### src/rtl/cardclk_pkg.sv
package cardclk_pkg;

   typedef enum logic [1:0] {
      BW_ONE   = 2'd0,
      BW_FOUR  = 2'd1,
      BW_EIGHT = 2'd2
   } bus_width_e;

   // eight-lane request wins when both requests are present
   function automatic bus_width_e pick_width(input logic want4, input logic want8);
      if (want8)      return BW_EIGHT;
      else if (want4) return BW_FOUR;
      else            return BW_ONE;
   endfunction

   function automatic int lanes_of(input bus_width_e w);
      case (w)
         BW_EIGHT: return 8;
         BW_FOUR:  return 4;
         default:  return 1;
      endcase
   endfunction

endpackage

### src/rtl/cardclk_run_ctl.sv
module cardclk_run_ctl (
   input  logic cfg_pwrsave,
   input  logic cfg_flowctl,
   input  logic xfer_busy,
   input  logic xfer_write,
   input  logic txf_empty,
   input  logic rxf_full,
   output logic run
);
   logic idle_stop;
   logic fifo_stop;

   always_comb begin
      idle_stop = cfg_pwrsave && !xfer_busy;
      fifo_stop = cfg_flowctl && xfer_busy &&
                  (xfer_write ? txf_empty : rxf_full);
      run       = !(idle_stop || fifo_stop);
   end
endmodule

### src/rtl/cardclk_divider.sv
module cardclk_divider #(
   parameter int DIV_W = 10
) (
   input  logic             clk_ker,
   input  logic             rst_n,
   input  logic [DIV_W-1:0] cfg_div,
   input  logic             cfg_negedge,
   input  logic             run,
   output logic             ck_q,
   output logic             byp_mode,
   output logic             div_launch
);
   localparam logic [DIV_W-1:0] ZERO = '0;
   localparam logic [DIV_W-1:0] ONE  = DIV_W'(1);

   logic [DIV_W-1:0] div_act;
   logic [DIV_W-1:0] cnt;
   logic             at_end;
   logic             advance;
   logic             toggle;

   always_comb begin
      byp_mode = (div_act == ZERO);
      at_end   = (cnt == (div_act - ONE));
      // a high phase always completes, so the clock can only rest low
      advance  = run || ck_q;
      toggle   = !byp_mode && advance && at_end;
      div_launch = toggle && (cfg_negedge ? ck_q : !ck_q);
   end

   always_ff @(posedge clk_ker or negedge rst_n) begin
      if (!rst_n) begin
         div_act <= ZERO;
         cnt     <= ZERO;
         ck_q    <= 1'b0;
      end else if (byp_mode) begin
         div_act <= cfg_div;
         cnt     <= ZERO;
         ck_q    <= 1'b0;
      end else if (toggle) begin
         cnt  <= ZERO;
         ck_q <= !ck_q;
         if (ck_q) div_act <= cfg_div;
      end else if (!ck_q && !run) begin
         div_act <= cfg_div;
         cnt     <= ZERO;
      end else begin
         cnt <= cnt + ONE;
      end
   end
endmodule

### src/rtl/cardclk_bypass_gate.sv
module cardclk_bypass_gate #(
   parameter int DIV_W = 10
) (
   input  logic             clk_ker,
   input  logic             rst_n,
   input  logic             run,
   input  logic             byp_mode,
   input  logic [DIV_W-1:0] cfg_div,
   output logic             byp_en
);
   localparam logic [DIV_W-1:0] ZERO = '0;

   // updated while the kernel clock is low so the gated pulse is never cut
   always_ff @(negedge clk_ker or negedge rst_n) begin
      if (!rst_n) byp_en <= 1'b0;
      else        byp_en <= run && byp_mode && (cfg_div == ZERO);
   end
endmodule

### src/rtl/cardclk_lane_dec.sv
module cardclk_lane_dec #(
   parameter int LANES = 8
) (
   input  logic             cfg_wide4,
   input  logic             cfg_wide8,
   output logic [LANES-1:0] lane_en
);
   import cardclk_pkg::*;

   bus_width_e req;
   always_comb req = pick_width(cfg_wide4, cfg_wide8);

   generate
      if (LANES == 1) begin : g_one
         always_comb lane_en = 1'b1;
      end else if (LANES == 4) begin : g_four
         always_comb lane_en = (req == BW_ONE) ? 4'h1 : 4'hF;
      end else begin : g_eight
         always_comb begin
            lane_en = '0;
            for (int i = 0; i < LANES; i++)
               lane_en[i] = (i < lanes_of(req));
         end
      end
   endgenerate
endmodule

### src/rtl/cardclk_gen.sv
module cardclk_gen #(
   parameter int DIV_W = 10,
   parameter int LANES = 8
) (
   input  logic             clk_ker,
   input  logic             rst_n,
   input  logic [DIV_W-1:0] cfg_div,
   input  logic             cfg_negedge,
   input  logic             cfg_wide4,
   input  logic             cfg_wide8,
   input  logic             cfg_pwrsave,
   input  logic             cfg_flowctl,
   input  logic             xfer_busy,
   input  logic             xfer_write,
   input  logic             txf_empty,
   input  logic             rxf_full,
   output logic             card_clk,
   output logic             launch_stb,
   output logic [LANES-1:0] lane_en
);
   generate
      if (DIV_W < 1 || DIV_W > 16) begin : g_bad_div
         $error("cardclk_gen: DIV_W must lie in 1..16");
      end
      if (LANES != 1 && LANES != 4 && LANES != 8) begin : g_bad_lanes
         $error("cardclk_gen: LANES must be 1, 4 or 8");
      end
   endgenerate

   logic run;
   logic ck_q;
   logic byp_mode;
   logic div_launch;
   logic byp_en;

   cardclk_run_ctl u_run (
      .cfg_pwrsave (cfg_pwrsave),
      .cfg_flowctl (cfg_flowctl),
      .xfer_busy   (xfer_busy),
      .xfer_write  (xfer_write),
      .txf_empty   (txf_empty),
      .rxf_full    (rxf_full),
      .run         (run)
   );

   cardclk_divider #(.DIV_W(DIV_W)) u_div (
      .clk_ker     (clk_ker),
      .rst_n       (rst_n),
      .cfg_div     (cfg_div),
      .cfg_negedge (cfg_negedge),
      .run         (run),
      .ck_q        (ck_q),
      .byp_mode    (byp_mode),
      .div_launch  (div_launch)
   );

   cardclk_bypass_gate #(.DIV_W(DIV_W)) u_byp (
      .clk_ker  (clk_ker),
      .rst_n    (rst_n),
      .run      (run),
      .byp_mode (byp_mode),
      .cfg_div  (cfg_div),
      .byp_en   (byp_en)
   );

   cardclk_lane_dec #(.LANES(LANES)) u_lanes (
      .cfg_wide4 (cfg_wide4),
      .cfg_wide8 (cfg_wide8),
      .lane_en   (lane_en)
   );

   always_comb begin
      card_clk   = (clk_ker & byp_en) | ck_q;
      launch_stb = byp_mode ? byp_en : div_launch;
   end
endmodule

### config.mk
export PLATFORM = sky130hd
export DESIGN_NAME = cardclk_gen
export DESIGN_NICKNAME = d
export VERILOG_FILES = /design/src/rtl/cardclk_pkg.sv /design/src/rtl/cardclk_run_ctl.sv /design/src/rtl/cardclk_divider.sv /design/src/rtl/cardclk_bypass_gate.sv /design/src/rtl/cardclk_lane_dec.sv /design/src/rtl/cardclk_gen.sv
export SDC_FILE = /design/constraint.sdc
export NUM_CORES = 1
export LEC_CHECK = 0
export BUFFER_PORTS_ARGS = -buffer_cell sky130_fd_sc_hd__buf_2
export CAP_MARGIN = 20
export CORE_UTILIZATION = 30
export CTS_BUF_LIST = sky130_fd_sc_hd__clkbuf_16
export DETAILED_ROUTE_END_ITERATION = 8
export SLEW_MARGIN = 20
export SYNTH_ARGS = -nofsm -noshare
export SYNTH_HDL_FRONTEND = slang
export SYNTH_SLANG_ARGS = --single-unit
### constraint.sdc
create_clock -name clk_ker -period 3.3 [get_ports clk_ker]
set_input_delay 0.33 -clock clk_ker [delete_from_list [all_inputs] [get_ports clk_ker]]
set_output_delay 0.33 -clock clk_ker [all_outputs]
set_load 0.005 [all_outputs]
==> results.md, run 1 <==
- Crit path max-delay cell type: dfrtn_1
- Storage cell area: ~550 um^2
- CP max stage delay: about 0.36 ns
- Resized cells post-CTS: 0
- Most common cell in the synthesized netlist: dfrtp_1
- WP data arrival: roughly 2.8 ns
- Syn nets: about 170
- Final setup violation count: 0
- Largest net degree at the start of global routing: 22
- Tightest Hold Check Type: input pin to asynchronous set/reset pin
- Unrepaired setup endpoints after global routing: no
- Routed Antenna Nets: 0
- Post-synth top area share: a little under two fifths
- Initial cell density of the core: between 30% and 40%
- Syn avg cell area: 9.83 um^2
- Chip height: approximately 70 um
- Final Cell Area: roughly 1800 um^2
- Ys async rst share: between 90% and 100%
- Crit Path Max Fanout: 2
- Final routed DRC violation total: 10
- Status: complete, but fails checks
- All-layer global routing usage: 14.1%
- Post-Syn Instances: ~140
- Wire length of the first global-routing pass: around 5300 um
- Drt via density: 5.17
- Initial antenna violation count: 0
- Fin. Hold Viols: 0
- R2R Path Start: u_div.div_act[0]
- EDFF count, synth: 0
- Clk_lat worst skew: just over 0.4 ns
- Area of the multi-input gates: 781 um^2
- Critical Path RT: ~3.0 ns
- Clk_skew: 0.0506 ns
- Final Wtd Congestion: about 0.73
- # Max-Cap Violations: 0
- Setup bufs post-CTS: 0
- Least-Margin Pin Slew: a little over 0.5 ns
- Via Count: 1179
- Post-synthesis sequential area ratio: 39.1%
- CP Launch Type: flip-flop
- Routed WL per cell: ~13 um
- Buf/Inv on CP: 1
- YS warnings: 0
- Top post-synthesis cells by count: 21 x dfrtp_1, 15 x nor2_1, 12 x mux2_2
- Yosys cell types: approximately 40
- Critical path cell sequence: mux2_2, buf_2
- Netlist Area Pre-Place: approximately 1400 um^2
- CP endpoint kind: output pin
- Area growth from synthesis to layout: 24.8%
- CP Class: flip-flop to output pin
- TNS Setup: 0 ns
- Die width: 70.5 um
- Synth Flop Type: dfrtp_1
- Max Slew Vio Count: 0
- Pre-antenna DRT Iters: 6
- WHS: about 0.00028 ns
- Total core area: 4440 um^2
- Cell accounting for the most synthesized area: dfrtp_1
- PD cells: 874 nW/um^2
- Hold_buf cts: 0
- Initial DRC count: approximately 70
- Port buffer count: 29
- Ports: 31
- Hpwl dp: 2310 um
- Fillers: around 450
- Reg clk slew, reported paths: 0.06 ns
- Vias in the first global route: approximately 1200
- Die ar.: ~5000 um^2
- Dpl cell area: roughly 1600 um^2
- Fin util: about 40%
- Synth Register Bits: 22
- Layout cells sized above 1: 32.4%
- Antenna Cells: 0
- Routed wire length: around 3000 um
- Leakage: 0.752 nW
- Remaining global-route overflow: 0
- Failing checks: design-rule violations
- Crit. Startpoint: u_byp.byp_en
- Synth top area cells: dfrtp_1 37%, mux2_2 9.6%, xnor2_1 5.6%
- Slew margin rel.: about 65%
- Number of core rows: 24
- Crit-path leading delay family: flip-flops
- Nets: about 200
- TritonCTS clock tree: built
- Worst vdd ir: roughly 330 uV
## cell type report
class / count / share of cell area [%]
inverter: 6 / 1.28
tap: 52 / 3.71
multi-input combinational: 107 / 44.5
clock buffer: 7 / 8.84
sequential: 22 / 31.4
timing repair buffer: 33 / 10.1
clock inverter: 1 / 0.214
## sequential cells by signal, summed over array words and instances (netlist names)
signal,count
u_div.cnt,10
u_div.ck_q,1
u_div.div_act,10
u_byp.byp_en,1
## per-stage QoR
stage                     total power, W  std cells  worst slack, ns
after global placement           0.00110        221            0.386
after CTS                        0.00155        228            0.176
after detailed placement         0.00111        221            0.330
after floorplan                 0.000960        143            0.406
after global routing             0.00166        228           0.0336
final                            0.00153        228            0.173
## routing by layer
metal  up-vias  part of all wire (%)  track usage (%)
met5         -                     0                0
met4         0                  0.55             3.85
met3         3                   5.1             5.05
met2        33                    47             23.6
met1       573                    47             16.9
li1        570                     -                -
## final timing paths
kind / endpoint / cells past startpoint / slack (ns)
min reg2reg: u_div.cnt[0] / 1 / 0.53
min in group clk_ker: u_div.div_act[8] / 2 / 0.22
max reg2reg: u_div.div_act[0] / 9 / 0.39
max: launch_stb / 2 / 0.17
max in group asynchronous: u_byp.byp_en / 1 / 1.90
min: u_div.cnt[8] / 2 / 0.0003
## logic make-up after synthesis
logic type                 after synthesis  share of synthesized area (%)
and+or+nand+nor                         58                           22.2
other                                    1                          0.267
muxes                                   12                           9.61
adders and majority gates                3                           2.67
xor gates and xnor gates                17                           10.6
AOI/OAI and AO/OA                       16                           10.2
buffers and inverters                   14                           5.34
DFF                                     22                           39.1
## placed cells by master, fill, tap and decap left out, types with 2 or more instances in the layout
cell and instances:
nand4_1 2, buf_4 5, inv_1 6, dfrtp_1 21
ha_1 3, nor4_1 4, nand3_1 8, or2_2 2
or4_1 2, nand2_1 6, nor3b_1 2, clkbuf_16 6
o211ai_1 3, nor2_1 15, buf_2 29, nand2b_1 3
nor2b_1 2, nand4b_1 2, nor3_1 5, xor2_1 8
mux2_2 12, xnor2_1 9
## power breakdown
part / internal, W / switching (W)
logic: 0.000287 / 0.000257
registers: 0.000382 / 0.000171
clock network: 0.000319 / 0.000119
total: 0.000988 / 0.000547
No activity file was read; power rests on OpenSTA's default activity.
==> run 2: changes to the inputs <==
--- a/config.mk
+++ b/config.mk
@@ -7,9 +7,11 @@
 export LEC_CHECK = 0
 export BUFFER_PORTS_ARGS = -buffer_cell sky130_fd_sc_hd__buf_2
 export CAP_MARGIN = 20
+export CORE_ASPECT_RATIO = 0.5
 export CORE_UTILIZATION = 30
 export CTS_BUF_LIST = sky130_fd_sc_hd__clkbuf_16
 export DETAILED_ROUTE_END_ITERATION = 8
+export PLACE_DENSITY = 0.6
 export SLEW_MARGIN = 20
 export SYNTH_ARGS = -nofsm -noshare
 export SYNTH_HDL_FRONTEND = slang
==> run 2 against run 1 <==
  * The run now ends clean
  * Final cell count increased by 2.2%
  * Wire length up 0.88%
  * Global-route usage down 0.37 points
  * Sequential power up 1%
  * Die area rose by 0.34%
  * Via count shrank 1.7%
  * Critical path depth unchanged
  * Critical path type unchanged
  * Combinational power up 0.9%
  * Total power increased by 1.0%
  * Sequential share of layout area fell by 0.11 points
==> results.md, run 2 (synthesis gave the netlist of run 1 again) <==
- Routed wire length: 3100 um (+0.88%)
- Reg power frac: 36.1% (about the same)
- Slew margin rel.: 62.9% (-2.4 points)
- Initial DRC count: 47 (-34%)
- Unrepaired setup endpoints after global routing: no
- # Max-Cap Violations: 0 (unchanged)
- TritonCTS clock tree: built
- Crit. Startpoint: u_byp.byp_en
- Buf/Inv on CP: 1 (unchanged)
- Fillers: 424 (-6.2%)
- Hold_buf cts: 0 (unchanged)
- Area growth from synthesis to layout: 25.3%
- Post-Layout Cell Count: 233 (+2.2%)
- Placed cell count: 226 (+2.3%)
- CP Launch Type: flip-flop
- Via Count: 1159 (-1.7%)
- Hpwl dp: 2360 um (+2.4%)
- Critical path cell sequence: mux2_2, buf_2
- Port buffer count: 29 (unchanged)
- CP endpoint kind: output pin
- Sw Ratio: 36.3% (+0.61 points)
- Crit Path Max Fanout: 2 (unchanged)
- Most common cell after layout, fill and taps aside: buf_2
- Ports: 31 (unchanged)
- Fin. Hold Viols: 0 (unchanged)
- Leakage: 0.756 nW (+0.50%)
- Storage cell area: 551 um^2 (unchanged)
- PD cells: 880 nW/um^2 (+0.69%)
- Clock Power Share: 28.4% (about the same)
- R2R setup slack: 0.39 ns (about the same)
- Initial antenna violation count: 0 (unchanged)
- Pre-antenna DRT Iters: 4 (-2)
- Crit path to: launch_stb
- Worst R2R End: u_div.div_act[5]
- TNS Setup: 0 ns (unchanged)
- Setup bufs post-CTS: 0 (unchanged)
- Tightest Hold Check Type: input pin to asynchronous set/reset pin
- Number of core rows: 17 (-29%)
- Least-Margin Pin Slew: 0.555 ns (+0.0361 ns)
- CP Class: flip-flop to output pin
- Nets: 201 (unchanged)
- Initial cell density of the core: 31.6% (about the same)
- Status: complete, no violations
- R2R Path Start: u_div.div_act[0]
- Layout cells sized above 1: 32.4% (unchanged)
- Critical Path RT: 2.97 ns (about the same)
- Vias in the first global route: 1144 (-5.7%)
- Die ar.: 4980 um^2 (+0.34%)
- Crit path max-delay cell type: dfrtn_1
- Worst r2r path cells: 9 (unchanged)
- Comb pwr share: 35.4% (about the same)
- Psw: 0.000562 W (+2.8%)
- Routed WL per cell: 13.3 um (-1.3%)
- Final Wtd Congestion: 0.777 (+6.2%)
- Remaining global-route overflow: 0 (unchanged)
- Internal: 0.000988 W (about the same)
- Clk_skew: 0.0493 ns (-0.00129 ns)
- Largest net degree at the start of global routing: 22 (unchanged)
- Worst vdd ir: 252 uV (-23%)
- Die width: 98.8 um (+40%)
- Chip height: 50.4 um (-28%)
- Wire length of the first global-routing pass: 5260 um (-0.79%)
- Antenna Cells: 0 (unchanged)
- Largest regs: u_div.cnt (10), u_div.div_act (10)
- Drt via density: 4.97 (-3.8%)
- Max Slew Vio Count: 0 (unchanged)
- Final setup violation count: 0 (unchanged)
- Clk_lat worst skew: 0.41 ns (about the same)
- Area of the multi-input gates: 781 um^2 (unchanged)
- Most frequent cells in the layout: 29 x buf_2, 21 x dfrtp_1, 15 x nor2_1
- CP max stage delay: 0.35 ns (about the same)
- Resized cells post-CTS: 0 (unchanged)
- Crit-path leading delay family: flip-flops
- Routed Antenna Nets: 0 (unchanged)
- Reg clk slew, reported paths: 0.06 ns (about the same)
- Total core area: 4450 um^2 (about the same)
- WP depth: 2 (unchanged)
- WP data arrival: 2.79 ns (about the same)
- Final routed DRC violation total: 0 (-10)
- All-layer global routing usage: 13.7% (-0.37 points)
[run 2: changes by cell type in the layout (fill, tap and decap cells not counted), sizes merged]
cell	previous run	this run
inv	6	7
clkinv	1	0
[run 2: power groups by stage]
| stage | clock, W | combinational, W | sequential [W] |
|---|---|---|---|
| floorplan | 0.00000228 | 0.000458 | 0.000499 |
| global placement | 0.00000522 | 0.000534 | 0.000558 |
| detailed placement | 0.00000522 | 0.000543 | 0.000563 |
| CTS | 0.000450 | 0.000554 | 0.000559 |
| global route | 0.000468 | 0.000616 | 0.000585 |
| finish | 0.000441 | 0.000549 | 0.000560 |
[run 2: through the flow]
step	cell area (um^2)	power, W	utilization [%]	setup WS (ns)	hold slack (ns)
6_report	1760	0.00155	39.6	0.176	0.00306
5_1_grt	1760	0.00167	39.6	0.0293	0.0304
4_1_cts	1760	0.00156	39.6	0.174	0.00979
3_5_place_dp	1610	0.00111	36.2	0.377	0.393
3_3_place_gp	1610	0.00110	36.2	0.399	0.399
2_1_floorplan	1410	0.000960	-	0.406	0.0344
[run 2: cell type report]
class	instances	share of cell area, %
well taps	57	4.05
clock buffers	7	8.81
inverters	6	1.28
repair buffers	33	10.1
multi-input cells	107	44.3
clock inverters	1	0.213
flip-flops and latches	22	31.2
[run 2: worst min path at each step]
| stage | start | endpoint | slack [ns] | cells after the start |
|---|---|---|---|---|
| CTS | rst_n | u_div.cnt[4] | 0.01 | 2 |
| finish | rst_n | u_div.cnt[3] | 0.003 | 2 |
| global route | rst_n | u_div.cnt[3] | 0.03 | 2 |
| detailed placement | rst_n | u_div.cnt[3] | 0.39 | 2 |
| global placement | rst_n | u_div.cnt[4] | 0.40 | 2 |
| floorplan | rst_n | u_div.ck_q | 0.03 | 0 |
[run 2: routing by layer]
metal	global-route usage [%]	up-vias	wire (um)
met5	0	-	0
met4	3.98	0	31
met3	3.90	4	135
met2	23.8	30	1330
met1	16.7	553	1610
li1	-	572	-
